--- config.mk ---
export PLATFORM = sky130hd
export DESIGN_NAME = talu_top
export DESIGN_NICKNAME = d
export VERILOG_FILES = /design/src/rtl/talu_pkg.sv /design/src/rtl/talu_ctrl.sv /design/src/rtl/talu_datapath.sv /design/src/rtl/talu_top.sv
export SDC_FILE = /design/constraint.sdc
export NUM_CORES = 1
export LEC_CHECK = 0
export BUFFER_PORTS_ARGS = -buffer_cell sky130_fd_sc_hd__buf_4
export CAP_MARGIN = 20
export CORE_MARGIN = 5
export CORE_UTILIZATION = 40
export CTS_BUF_LIST = sky130_fd_sc_hd__clkbuf_8
export CTS_CLUSTER_DIAMETER = 30
export DETAILED_ROUTE_END_ITERATION = 8
export GPL_ROUTABILITY_DRIVEN = 0
export PLACE_DENSITY_LB_ADDON = 0.08
export SLEW_MARGIN = 20
export SYNTH_ARGS = -nofsm -noshare
export SYNTH_HDL_FRONTEND = slang
export SYNTH_SLANG_ARGS = --single-unit
--- constraint.sdc ---
create_clock -name clk -period 4.55 [get_ports clk]
set_clock_uncertainty 0.05 [all_clocks]
set_input_delay 0.455 -clock clk [delete_from_list [all_inputs] [get_ports clk]]
set_output_delay 0.455 -clock clk [all_outputs]
set_load 0.02 [all_outputs]
--- src/rtl/talu_pkg.sv ---
package talu_pkg;

  typedef enum logic [1:0] {
    PH_COPY  = 2'd0,
    PH_DRAIN = 2'd1,
    PH_RUN   = 2'd2
  } phase_e;

  // Strobes from control to datapath
  typedef struct packed {
    logic stepRead;  // issue ROM read and advance the copy pointer
    logic runMode;   // serve requests from the SRAM
  } ctrl_s;

  localparam int WORD_W = 16;
  localparam int HALF_W = WORD_W / 2;

endpackage

--- src/rtl/talu_ctrl.sv ---
module talu_ctrl
  import talu_pkg::*;
(
  input  logic  clk,
  input  logic  rstN,
  input  logic  lastRead,
  output ctrl_s ctrl,
  output logic  busy,
  output logic  reqReady
);

  phase_e phase, phaseNext;

  always_comb begin
    phaseNext = phase;
    unique case (phase)
      PH_COPY:  if (lastRead) phaseNext = PH_DRAIN;
      PH_DRAIN: phaseNext = PH_RUN;
      PH_RUN:   phaseNext = PH_RUN;
      default:  phaseNext = PH_COPY;
    endcase
  end

  always_ff @(posedge clk) begin
    if (!rstN) phase <= PH_COPY;
    else       phase <= phaseNext;
  end

  always_comb begin
    ctrl.stepRead = (phase == PH_COPY);
    ctrl.runMode  = (phase == PH_RUN);
  end

  assign busy     = (phase != PH_RUN);
  assign reqReady = (phase == PH_RUN);

endmodule

--- src/rtl/talu_datapath.sv ---
module talu_datapath
  import talu_pkg::*;
#(
  parameter int OPND_W = 8,
  parameter int OP_W   = 4,
  localparam int ADDR_W = OP_W + 2 * OPND_W
) (
  input  logic                clk,
  input  logic                rstN,
  input  ctrl_s               ctrl,
  output logic                lastRead,
  output logic [ADDR_W-1:0]   romAddr,
  output logic                romRdEn,
  input  logic [WORD_W-1:0]   romData,
  output logic                sramWe,
  output logic [ADDR_W-1:0]   sramAddr,
  output logic [WORD_W-1:0]   sramWdata,
  input  logic [WORD_W-1:0]   sramRdata,
  input  logic                reqValid,
  input  logic [OP_W-1:0]     reqOp,
  input  logic [OPND_W-1:0]   reqA,
  input  logic [OPND_W-1:0]   reqB,
  output logic                resValid,
  output logic [HALF_W-1:0]   result,
  output logic [HALF_W-1:0]   flags
);

  logic [ADDR_W-1:0] rdPtr;
  logic [ADDR_W-1:0] wrPtr;
  logic              wrPend;
  logic [ADDR_W-1:0] lookupAddr;

  // Copy read pointer
  always_ff @(posedge clk) begin
    if (!rstN)              rdPtr <= '0;
    else if (ctrl.stepRead) rdPtr <= rdPtr + ADDR_W'(1);
  end

  assign lastRead = (rdPtr == {ADDR_W{1'b1}});
  assign romAddr  = rdPtr;
  assign romRdEn  = ctrl.stepRead;

  // Write stage aligned to ROM latency
  always_ff @(posedge clk) begin
    if (!rstN) begin
      wrPend <= 1'b0;
      wrPtr  <= '0;
    end else begin
      wrPend <= ctrl.stepRead;
      wrPtr  <= rdPtr;
    end
  end

  assign lookupAddr = {reqOp, reqA, reqB};
  assign sramWe     = wrPend;
  assign sramWdata  = romData;
  assign sramAddr   = ctrl.runMode ? lookupAddr : wrPtr;

  // Result valid tracks accepted request
  always_ff @(posedge clk) begin
    if (!rstN) resValid <= 1'b0;
    else       resValid <= ctrl.runMode & reqValid;
  end

  assign result = sramRdata[HALF_W-1:0];
  assign flags  = sramRdata[WORD_W-1:HALF_W];

endmodule

--- src/rtl/talu_top.sv ---
module talu_top
  import talu_pkg::*;
#(
  parameter int OPND_W = 8,
  parameter int OP_W   = 4,
  localparam int ADDR_W = OP_W + 2 * OPND_W
) (
  input  logic              clk,
  input  logic              rstN,
  output logic [ADDR_W-1:0] romAddr,
  output logic              romRdEn,
  input  logic [15:0]       romData,
  output logic              sramWe,
  output logic [ADDR_W-1:0] sramAddr,
  output logic [15:0]       sramWdata,
  input  logic [15:0]       sramRdata,
  input  logic              reqValid,
  input  logic [OP_W-1:0]   reqOp,
  input  logic [OPND_W-1:0] reqA,
  input  logic [OPND_W-1:0] reqB,
  output logic              reqReady,
  output logic              busy,
  output logic              resValid,
  output logic [7:0]        result,
  output logic [7:0]        flags
);

  ctrl_s ctrl;
  logic  lastRead;

  talu_ctrl u_ctrl (
    .clk      (clk),
    .rstN     (rstN),
    .lastRead (lastRead),
    .ctrl     (ctrl),
    .busy     (busy),
    .reqReady (reqReady)
  );

  talu_datapath #(.OPND_W(OPND_W), .OP_W(OP_W)) u_dp (
    .clk       (clk),
    .rstN      (rstN),
    .ctrl      (ctrl),
    .lastRead  (lastRead),
    .romAddr   (romAddr),
    .romRdEn   (romRdEn),
    .romData   (romData),
    .sramWe    (sramWe),
    .sramAddr  (sramAddr),
    .sramWdata (sramWdata),
    .sramRdata (sramRdata),
    .reqValid  (reqValid),
    .reqOp     (reqOp),
    .reqA      (reqA),
    .reqB      (reqB),
    .resValid  (resValid),
    .result    (result),
    .flags     (flags)
  );

endmodule

# --- Yosys cells after proc, flatten, opt, wreduce, memory -nomap -nowiden ---
# Index checks and enable logic that the tools add are counted.
word_totals:
  regBits: 44
  inputBits: 55
  out_inout_bits: 77
  word_cells: 17
classes:
  add_sub_neg: 1
  n_eq_ne: 5
  n_mux: 3
  bitwise_logic: 1
  reduce_logical: 2
op_table:
  columns: ["cell", "count"]
  rows:
  - ["adder 20 x 1 -> 20 bit (second input constant)", 1]
  - ["equality test 20 bit (second input constant)", 1]
  - ["two-way mux 20 bit", 1]
  - ["case mux 2 bit (2 select lines)", 1]
  - ["equality test 2 x 1 -> 1 bit (second input constant)", 1]
  - ["equality test 2 bit (second input constant)", 1]
  - ["logical NOT 2 bit", 1]
  - ["two-way mux 2 bit", 1]
  - ["inequality test 2 x 1 -> 1 bit (second input constant)", 1]
  - ["inequality test 2 bit (second input constant)", 1]
  - ["OR reduction 2 bit", 1]
  - ["bitwise AND 1 bit", 1]

# --- Logic depth before layout (Yosys ltp) ---
logic_depth:
  ltp_word: 3
  mapped_depth: 7
  ltp_nobuf: 6

# --- Hierarchy ---
# From an unflattened synthesis, not the netlist that was laid out.
unflattened:
  cells_unflattened: 221
  area_unflattened_um2: 2157.1
modules_own_cells:
  columns: ["module", "instances", "cells_each", "area_each_um2"]
  rows:
  - ["talu_datapath", 1, 206, 2011.9]
  - ["talu_ctrl", 1, 15, 145.1]

# --- Worst setup path after synthesis ---
# No wires, ideal clock.
synth_timing:
  path_kind: "register to output"
  start: "reg u_ctrl.phase[0]"
  end: "out sramAddr[10]"
  arrival_time_ps: 1518
  required_time_ps: 4045
  slack_ps: 2527
  stages_incl_launch_ff: 5
  path_cell_list: "dfxtp_1 -> inv_1 -> ha_1 -> buf_1 -> mux2_2"
synth_via:
  elab_chain_len: 2
synth_lines:
  columns: ["element", "line", "text"]
  rows:
  - ["from (decl)", "talu_ctrl.sv:12", "phase_e phase, phaseNext;"]
  - ["from (signal assigned)", "talu_ctrl.sv:26", "else phase <= phaseNext;"]
  - ["equality test 2 bit", null, null]
  - ["via reqReady", "talu_top.sv:21", "output logic reqReady,"]
  - ["two-way mux 20 bit", "talu_datapath.sv:57", "assign sramAddr = ctrl.runMode ? lookupAddr : wrPtr;"]
  - ["to (decl)", "talu_top.sv:14", "output logic [ADDR_W-1:0] sramAddr,"]
# The timed path passes the listed nets, and every way through them passes these cells.

# --- Final worst setup path ---
layout_timing:
  start: "reg u_ctrl.phase[0]"
  end: "out sramAddr[2]"
layout_via:
  elab_chain_len: 2
layout_lines:
  columns: ["element", "line", "text"]
  rows:
  - ["equality test 2 bit", "talu_ctrl.sv:31", "ctrl.runMode = (phase == PH_RUN);"]
  - ["two-way mux 20 bit", "talu_datapath.sv:57", null]
# No other way between the ends.

==> summary.md <==
| Metric | Value |
|---|---|
| Global-route wire length before repair | 7180 um |
| Top flip-flop cell by instance count after synthesis | sky130_fd_sc_hd__dfxtp_1 |
| Final setup violation count | 0 |
| Clock network latency to the later pin of the worst-skew pair | between 0.2 and 0.3 ns |
| Most used standard cell by instance count after synthesis | sky130_fd_sc_hd__dfxtp_1 |
| Normalized max-slew margin | 0.326 |
| Number of warnings printed during yosys synthesis | 0 |
| Tightest Pin Transition | 1.01 ns |
| Area of the mapped netlist | 0.00222 mm^2 |
| Fmax | 383 MHz |
| Slowest cell on the critical path | sky130_fd_sc_hd__ha_1 |
| I/O Pins | 132 |
| Number of standard cells in the layout, taps in and fillers out | ~330 |
| CORE AREA | 0.00544 mm^2 |
| Unrepaired setup endpoints after global routing | false |
| Number of diodes added for antenna fixing | 0 |
| Critical Path Max Stage Delay | ~0.84 ns |
| Area enclosed by the die boundary | around 0.007 mm^2 |
| Leading post-synthesis cells by cell area | sky130_fd_sc_hd__dfxtp_1 40%, sky130_fd_sc_hd__mux2_2 11%, sky130_fd_sc_hd__buf_4 11% |
| Number of buffers inserted during clock tree synthesis | 5 |
| H-tree depth | 2 |
| Count of mapped cells out of synthesis | 226 |
| Hold Path Stages | 2 |
| Cell taking the most area after synthesis | sky130_fd_sc_hd__dfxtp_1 |
| Clock Root Buffer | sky130_fd_sc_hd__clkbuf_8 |
| Maxcap violations | 0 |
| Floorplan die height | 84.5 um |
| Antenna violations before repair | 0 |
| Gr ovfl total | 0 |
| Signed area change from the synthesized netlist to the final layout | 17.2% |
| Cell variety after synth | 31 |
| Min setup slack post-route | 1.94 ns |
| Final Hold Fails | 0 |
| Worst Path Arrival | 2.11 ns |
| # placed instances | around 320 |
| Data required time of the worst path | slightly above 4 ns |
| Number of buffers on the longest clock path | 2 |
| Number of iterations in the first detailed-routing pass | 4 |
| Register-to-register path setup slack | 2.42 ns |
| Sequential share of the synthesized area | 0.397 |
| Initial core utilization | 0.408 |
| Layout cell share with drive strength beyond 1 | 0.387 |
| Status | complete, no violations |
| Leakage | roughly 1.2 nW |
| Number of hold buffers added after CTS | 0 |
| CTS tree | done |
| Number of instances resized during post-cts repair | 0 |
| Class of the worst hold path | input port to register |
| IR Drop Worst-Case VDD | 0.128 mV |
| Final core utilization | 0.478 |
| Total power draw | 0.000653 W |
| Pin count of the biggest net entering global routing | slightly below 50 |
| Most frequent cells after synthesis | 44 x sky130_fd_sc_hd__dfxtp_1, 32 x sky130_fd_sc_hd__and2_1, 32 x sky130_fd_sc_hd__buf_4, 22 x sky130_fd_sc_hd__mux2_2, 11 x sky130_fd_sc_hd__nand4_1 |
| Die Wd | 84.5 um |
| Biggest fanout along the worst timing path | 23 |
| Post-synthesis net count | 285 |
| Number of global-route vias before repair | 1524 |
| Row Count | 27 |
| Iteration-0 DRC count of the detailed router | between 70 and 80 |
| Global router's overall resource usage | 0.123 |
| Total Neg Setup Slack | 0 ns |
| PwrDens | between 200 and 300 mW/mm^2 |
| Post-CTS setup-driven buffer insertion count | 0 |
| Routed wire per std cell | 13.7 um |
| Number of remaining DRC errors | 0 |
| Top-area cell type share of the netlist area | 0.397 |
| Number of clock sinks | 44 |
| Count of flip-flops with a built-in enable after synthesis | 0 |
| Synth async-reset ratio | 0 |
| Final number of max-transition violations | 0 |
| Clk slew on worst S/H paths | 0.08 ns |
| Nets | 315 |
| Total vias in the final route | 1586 |
| Number of cells on the worst reg-to-reg path | 6 |
| Cells traversed along the worst timing path | inv_1 > ha_1 > mux2_2 > buf_4 |
| Critical path type | register to output pin |
| Hpwl dp | 3200 um |
| Seq cells post-synth | 44 |
| Pre-CTS worst setup slack | 2.19 ns |
| Type of element launching the critical path | register |
| Final min period | 2.61 ns |
| Crit end category | output pin |
| Sum of routed wire length over all layers | 4490 um |
| Period utilisation layout | 0.574 |
| ANT nets after route | 0 |
| Port-buffer cells | 67 |
| Via-to-Cell Ratio | 4.84 |
| Syn avg cell area | between 9 and 10 um^2 |
==> cells by family after synthesis <==
family / Yosys count / synth area share
AOI/OAI and AO/OA: 14 / 0.0418
xor gates and xnor gates: 12 / 0.0474
adders and majority gates: 4 / 0.0226
buffers and inverters: 50 / 0.141
DFF: 44 / 0.397
muxes: 25 / 0.125
and+or+nand+nor: 77 / 0.225
==> critical path, delay by kind of cell (launching register included) <==
family / cells / cell delay, ns
muxes: 1 / 0.42
adders and majority gates: 1 / 0.84
buffers and inverters: 2 / 0.25
DFF: 1 / 0.31
==> where the power goes <==
part           switching, W  internal [W]
registers        0.00000450      0.000389
logic             0.0000172     0.0000226
clock network      0.000118      0.000102
==> final timing paths <==
check	start	endpoint
worst max-delay path	u_ctrl.phase[0]	sramAddr[2]
worst min-delay path	reqValid	u_dp.resValid
worst max register to register	u_ctrl.phase[0]	u_dp.romAddr[15]
worst min register to register	u_dp.romAddr[18]	u_dp.wrPtr[18]
==> metal layers <==
layer | part of all wire | GRT usage | vias up
met3 | 0.069 | 0.0393 | 11
met4 | 0.016 | 0.0532 | 0
met5 | 0 | 0 | -
met1 | 0.46 | 0.152 | 719
met2 | 0.46 | 0.199 | 57
li1 | - | - | 799
==> cell type report <==
cell class,count,area [um^2]
clock inverter,2,8.76
inverter,6,22.5
tap,72,90.1
timing repair buffer,67,503
sequential,44,881
multi-input combinational,132,1020
clock buffer,5,68.8
fill,529,2840
==> per-stage QoR <==
step / instance area (um^2) / hold WS, ns
after floorplan: 2220 / 0.535
after global placement: 2520 / 0.464
after detailed placement: 2520 / 0.469
after CTS: 2600 / 0.338
after global routing: 2600 / 0.340
final: 2600 / 0.346
==> sequential cells by signal, summed over array words and instances, names as in the netlist <==
name           cells
u_dp.romAddr      20
u_ctrl.phase       2
u_dp.wrPtr        20
u_dp.sramWe        1
u_dp.resValid      1
==> layout by cell type (no fill, tap or decap), types with 2 or more instances in the layout <==
cell	Yosys	layout
sky130_fd_sc_hd__nand2b_1	3	3
sky130_fd_sc_hd__and2_1	32	32
sky130_fd_sc_hd__o31ai_1	4	4
sky130_fd_sc_hd__o21ai_0	5	5
sky130_fd_sc_hd__buf_4	32	67
sky130_fd_sc_hd__nand2_1	6	6
sky130_fd_sc_hd__a21oi_1	2	2
sky130_fd_sc_hd__xnor2_1	8	8
sky130_fd_sc_hd__mux2i_1	3	3
sky130_fd_sc_hd__nand4_1	11	11
sky130_fd_sc_hd__a311o_1	2	2
sky130_fd_sc_hd__nor4_1	3	3
sky130_fd_sc_hd__ha_1	4	4
sky130_fd_sc_hd__nand3_1	7	7
sky130_fd_sc_hd__and4_1	3	3
sky130_fd_sc_hd__mux2_2	22	22
sky130_fd_sc_hd__inv_1	6	7
sky130_fd_sc_hd__xor2_1	4	4
sky130_fd_sc_hd__dfxtp_1	44	44
sky130_fd_sc_hd__and3_1	3	3
sky130_fd_sc_hd__nor2b_1	3	3
sky130_fd_sc_hd__clkbuf_8	0	5
No activity file was read; power rests on OpenSTA's default activity.
